`src/rtl/wp_gate_pkg.sv`:
```
// Package: shared defaults for the write-protect gate.
// Assumes a byte-addressed bus with 32-bit key words.
package wp_gate_pkg;
    localparam int unsigned WP_ADDR_W = 8;
    localparam int unsigned WP_DATA_W = 32;
    localparam int unsigned WP_NKEYS  = 2;
    localparam logic [WP_ADDR_W-1:0] WP_SLOT0_ADDR = 8'h6C;
    localparam logic [WP_ADDR_W-1:0] WP_SLOT1_ADDR = 8'h70;
    localparam logic [WP_DATA_W-1:0] WP_SLOT0_KEY  = 32'h83E7_0B13;
    localparam logic [WP_DATA_W-1:0] WP_SLOT1_KEY  = 32'h95A4_F1E0;
endpackage

```
`src/rtl/wp_key_slot.sv`:
```
// Module: one always-writable key slot.
// Holds the last word written to its address. It reports whether the
// current access hits the slot, whether the incoming word is the key,
// and whether the stored word is the key.
// Assumes one bus access per cycle; reset clears the stored word.
module wp_key_slot #(
    parameter int unsigned ADDR_W = 8,
    parameter int unsigned DATA_W = 32,
    parameter logic [ADDR_W-1:0] SLOT_ADDR = '0,
    parameter logic [DATA_W-1:0] SLOT_KEY  = '0
) (
    input  logic              clk,
    input  logic              rst_n,
    input  logic [ADDR_W-1:0] addr,
    input  logic [DATA_W-1:0] wdata,
    input  logic              we,
    output logic              hit,
    output logic              wr,
    output logic              wr_is_key,
    output logic              holds_key
);
    logic [DATA_W-1:0] stored_q;

    // decode the access and compare against the key
    always_comb begin
        hit       = (addr == SLOT_ADDR);
        wr        = hit && we;
        wr_is_key = (wdata == SLOT_KEY);
        holds_key = (stored_q == SLOT_KEY);
    end

    // capture any word written to this slot
    always_ff @(posedge clk) begin
        if (!rst_n)
            stored_q <= '0;
        else if (wr)
            stored_q <= wdata;
    end
endmodule

```
`src/rtl/wp_order_track.sv`:
```
// Module: tracks whether the keys arrived in the required order.
// The flag sets when the second slot gets its key while the first slot
// already holds its key. It clears when either slot gets a non-key word.
// Assumes the two slot writes are mutually exclusive (distinct addresses).
module wp_order_track (
    input  logic clk,
    input  logic rst_n,
    input  logic first_wr,
    input  logic first_wr_key,
    input  logic second_wr,
    input  logic second_wr_key,
    input  logic first_holds_key,
    output logic armed
);
    // update the ordered-unlock flag on slot writes
    always_ff @(posedge clk) begin
        if (!rst_n)
            armed <= 1'b0;
        else if (second_wr)
            armed <= second_wr_key && first_holds_key;
        else if (first_wr)
            armed <= armed && first_wr_key;
    end
endmodule

```
`src/rtl/wp_gate.sv`:
```
// Module: top of the two-key write-protect gate.
// Passes bus write strobes to the protected register file only while
// both key slots hold their keys and the keys were written in order.
// Key-slot writes never reach the register file. Reads are not gated.
// Assumes every address outside the two key slots is protected.
module wp_gate
    import wp_gate_pkg::*;
#(
    parameter int unsigned ADDR_W = WP_ADDR_W,
    parameter int unsigned DATA_W = WP_DATA_W,
    parameter logic [ADDR_W-1:0] SLOT0_ADDR = WP_SLOT0_ADDR,
    parameter logic [ADDR_W-1:0] SLOT1_ADDR = WP_SLOT1_ADDR,
    parameter logic [DATA_W-1:0] SLOT0_KEY  = WP_SLOT0_KEY,
    parameter logic [DATA_W-1:0] SLOT1_KEY  = WP_SLOT1_KEY
) (
    input  logic              clk,
    input  logic              rst_n,
    input  logic [ADDR_W-1:0] bus_addr,
    input  logic [DATA_W-1:0] bus_wdata,
    input  logic              bus_we,
    output logic              prot_we,
    output logic              unlocked
);
    localparam int unsigned NK = WP_NKEYS;
    localparam logic [NK-1:0][ADDR_W-1:0] SLOT_ADDRS = {SLOT1_ADDR, SLOT0_ADDR};
    localparam logic [NK-1:0][DATA_W-1:0] SLOT_KEYS  = {SLOT1_KEY, SLOT0_KEY};

    logic [NK-1:0] s_hit, s_wr, s_wr_key, s_held;
    logic          armed;

    // one slot instance per key
    for (genvar i = 0; i < NK; i++) begin : g_slot
        wp_key_slot #(
            .ADDR_W   (ADDR_W),
            .DATA_W   (DATA_W),
            .SLOT_ADDR(SLOT_ADDRS[i]),
            .SLOT_KEY (SLOT_KEYS[i])
        ) u_slot (
            .clk      (clk),
            .rst_n    (rst_n),
            .addr     (bus_addr),
            .wdata    (bus_wdata),
            .we       (bus_we),
            .hit      (s_hit[i]),
            .wr       (s_wr[i]),
            .wr_is_key(s_wr_key[i]),
            .holds_key(s_held[i])
        );
    end

    wp_order_track u_order (
        .clk            (clk),
        .rst_n          (rst_n),
        .first_wr       (s_wr[0]),
        .first_wr_key   (s_wr_key[0]),
        .second_wr      (s_wr[1]),
        .second_wr_key  (s_wr_key[1]),
        .first_holds_key(s_held[0]),
        .armed          (armed)
    );

    // open only with ordered keys still in place; filter the strobe
    always_comb begin
        unlocked = armed && (&s_held);
        prot_we  = bus_we && unlocked && !(|s_hit);
    end
endmodule

```
`config.mk`:
```
export PLATFORM = sky130hd
export DESIGN_NAME = wp_gate
export DESIGN_NICKNAME = d
export VERILOG_FILES = /design/src/rtl/wp_gate_pkg.sv /design/src/rtl/wp_key_slot.sv /design/src/rtl/wp_order_track.sv /design/src/rtl/wp_gate.sv
export SDC_FILE = /design/constraint.sdc
export NUM_CORES = 1
export LEC_CHECK = 0
export BUFFER_PORTS_ARGS = -buffer_cell sky130_fd_sc_hd__buf_2
export CAP_MARGIN = 20
export CORE_UTILIZATION = 40
export DETAILED_ROUTE_END_ITERATION = 10
export PLACE_DENSITY_LB_ADDON = 0.12
export SYNTH_ARGS = -nofsm -noshare
export SYNTH_HDL_FRONTEND = slang
export SYNTH_SLANG_ARGS = --single-unit
```
`constraint.sdc`:
```
create_clock -name clk -period 2.3 [get_ports clk]
set_input_delay 0.115 -clock clk [delete_from_list [all_inputs] [get_ports clk]]
set_output_delay 0.115 -clock clk [all_outputs]
set_load 0.01 [all_outputs]
```
==> reports/metrics.cfg <==
[outcome]
outcome=completed

[pwr]
power.density_mw_per_mm2=640
power_mw=2.11
peakVddDrop_mv=0.307
p_leak_nw=1.37

[place]
dpl.hpwl_um=4720
place.port_buffers=44
place_ws_ns=0.494
place.gp.congestion=0.789

[route]
remaining_drc_errors=0
drt_iter0_drc=132
vias=2219
wirelength_met1_um=3340
wl_um=6660
wl_met3_um=247
top_layer=met4
ant_nets=0
wl_per_cell_um=14.9
drt_pass1_iterations=4
vias_per_cell=4.95
wl_met2_um=2970

[synth]
synth-edff-count=0
synth_cell_types=32
yosysTopAreaCell=dfxtp_1
synth_flop_cell=dfxtp_1
syn_area_sq_mm=0.00282
seq_area_frac_synth_pct=46.2
synth_cells=303
async_flop_share_pct=0
yosys_warnings=0
synthTopCellsByArea=dfxtp_1, mux2i_1, nand2_1
synth_top_cell_area_share_pct=46.2
syn-num-nets=346
ys_ff_latch=65
syn_avg_cell_area_sq_um=9.30

[die]
die_h_um=85.9
rows=30
die_x_um=85.9
design.die.area_sq_mm=0.00738
initial_utilization_pct=41.5
pin_count=45
core_sq_mm=0.00679

[min_path]
hold_start=bus_wdata[8]
hold_end=g_slot[0].u_slot.stored_q[8]$_SDFFE_PN0P_
hold_depth=3
hold_class=input port to register

[worst_setup_path]
cp.arrival_ns=2.02
cp_cell_sequence=nor4b_1, nand4_1, nor4_2, and4_1, and3_1, buf_2
worstSetupPathType=register to output pin
setup.worst_path.start_class=register
cp_num_buf_inv=1
cpPeakStageDelay_ns=0.33
critPathCaptureType=output pin
rrSetupSlack_ns=0.88
crit_path_max_fanout=2
path_delay_family=simple AND/OR/NAND/NOR gates
critPathLaunch=g_slot[0].u_slot.stored_q[5]$_SDFFE_PN0P_
slowest_stage=nor4b_1
rr_endpoint=u_order.armed$_SDFFE_PN0P_
r2r-start=g_slot[0].u_slot.stored_q[5]$_SDFFE_PN0P_
cp_data_required_time_ns=2.18
ff2ff_path_depth=5

[cts]
cts_setup_buffers=0
ctsHoldBuffers=0
cts_resized=0
cts-root-buf=clkbuf_8
clock_path_buffers=2
clk_pin_slew_ns=0.07
cts.sinks=65
clk_latency_ns=0.34
cts_inserted_buffers=9
htreeDepth=3
cts_tree=done

[sta]
fmaxAchievable_mhz=468
layout_min_cycle_time_ns=2.14
fin_crit_sh_pct=93.0
finalClockSkew_ns=0.00562
finalSetupViolCount=0
final.setup.tns_ns=0
final_max_slew_viol_count=0
rsz0062_at_grt=no
postLayoutSetupSlackWorst_ns=0.162
tightest_slew_ns=0.476
slew_headroom_pct=68.0
hold_violations=0

[global_routing]
grt.overflow.total=0
grt_pass1_wl_um=11100
grt_usage_pct=20.1
grt_pass1_vias=2203
grt_max_degree=34
grt_antenna_before_repair=0

[final_layout]
final_nets=390
antenna_cells=0
areaGrowthSynthToFinish_pct=17.0
layout_common_cells=nand2_1, dfxtp_1, buf_2
final_common_cell=nand2_1
drive_above_1_share_pct=19.9

[flow_run]
cap_violations=0

cell type report:
type | instances | area [sq um]
fillers | 664 | 3500
clock inverters | 3 | 15.0
clock buffers | 13 | 159
flip-flops and latches | 65 | 1300
well taps | 96 | 120
multi-input cells | 221 | 1440
repair buffers | 50 | 265
state kept, by name (all words and copies together) (netlist names):
name / cells
g_slot.u_slot.stored_q: 64
u_order.armed: 1
power by group:
| group | total [mW] | switching [mW] | internal, mW |
|---|---|---|---|
| registers | 1.13 | 0.000713 | 1.13 |
| clock network | 0.870 | 0.424 | 0.446 |
| logic | 0.115 | 0.0623 | 0.0524 |
| total | 2.11 | 0.487 | 1.62 |
routing by layer:
layer	vias up	track usage, %
li1	1134	-
met5	-	0
met2	41	31.0
met1	1036	26.6
met4	0	8.64
met3	8	5.10
cells by family after synthesis:
kind of cell	share of synthesized area (%)
AO/OA/AOI/OAI	8.70
buffers and inverters	3.06
flip-flops	46.2
multiplexers	11.4
AND/OR/NAND/NOR	30.7
per-stage QoR:
stage / area, sq um / hold slack (ns) / cells / util (%)
6_report: 3300 / 0.0265 / 448 / 48.5
4_1_cts: 3290 / 0.0157 / 448 / 48.4
3_3_place_gp: 3120 / 0.385 / 432 / 45.9
5_1_grt: 3300 / 0.0241 / 448 / 48.5
3_5_place_dp: 3120 / 0.385 / 432 / 45.9
2_1_floorplan: 2820 / 0.250 / 303 / -
Yosys cell counts (2+ instances only):
cell / n
mux2i_1: 32
nand2_1: 67
clkbuf_1: 10
a21boi_1: 4
buf_2: 3
buf_4: 3
nor2b_1: 32
a21boi_0: 28
dfxtp_1: 65
and4b_1: 2
nand3_1: 6
and3_1: 3
nor2_1: 9
nor4_1: 4
nand4_1: 10
nand4b_1: 2
nor4b_1: 7
and4_1: 2
how the worst max path moves through the flow:
| stage | slack [ns] | cells after the start | to |
|---|---|---|---|
| global route | 0.03 | 6 | prot_we |
| finish | 0.16 | 6 | prot_we |
| CTS | 0.13 | 6 | prot_we |
| floorplan | 0.72 | 5 | prot_we |
| global placement | 0.56 | 6 | prot_we |
| detailed placement | 0.49 | 6 | prot_we |
worst register-to-register path, stage by stage (launching register included):
cell	delay, ns
dfxtp_1	0.31
nor4b_1	0.33
nand4_1	0.19
nor4_2	0.33
nand3_1	0.11
nand3_1	0.09
(Power assumes the default switching activity.)
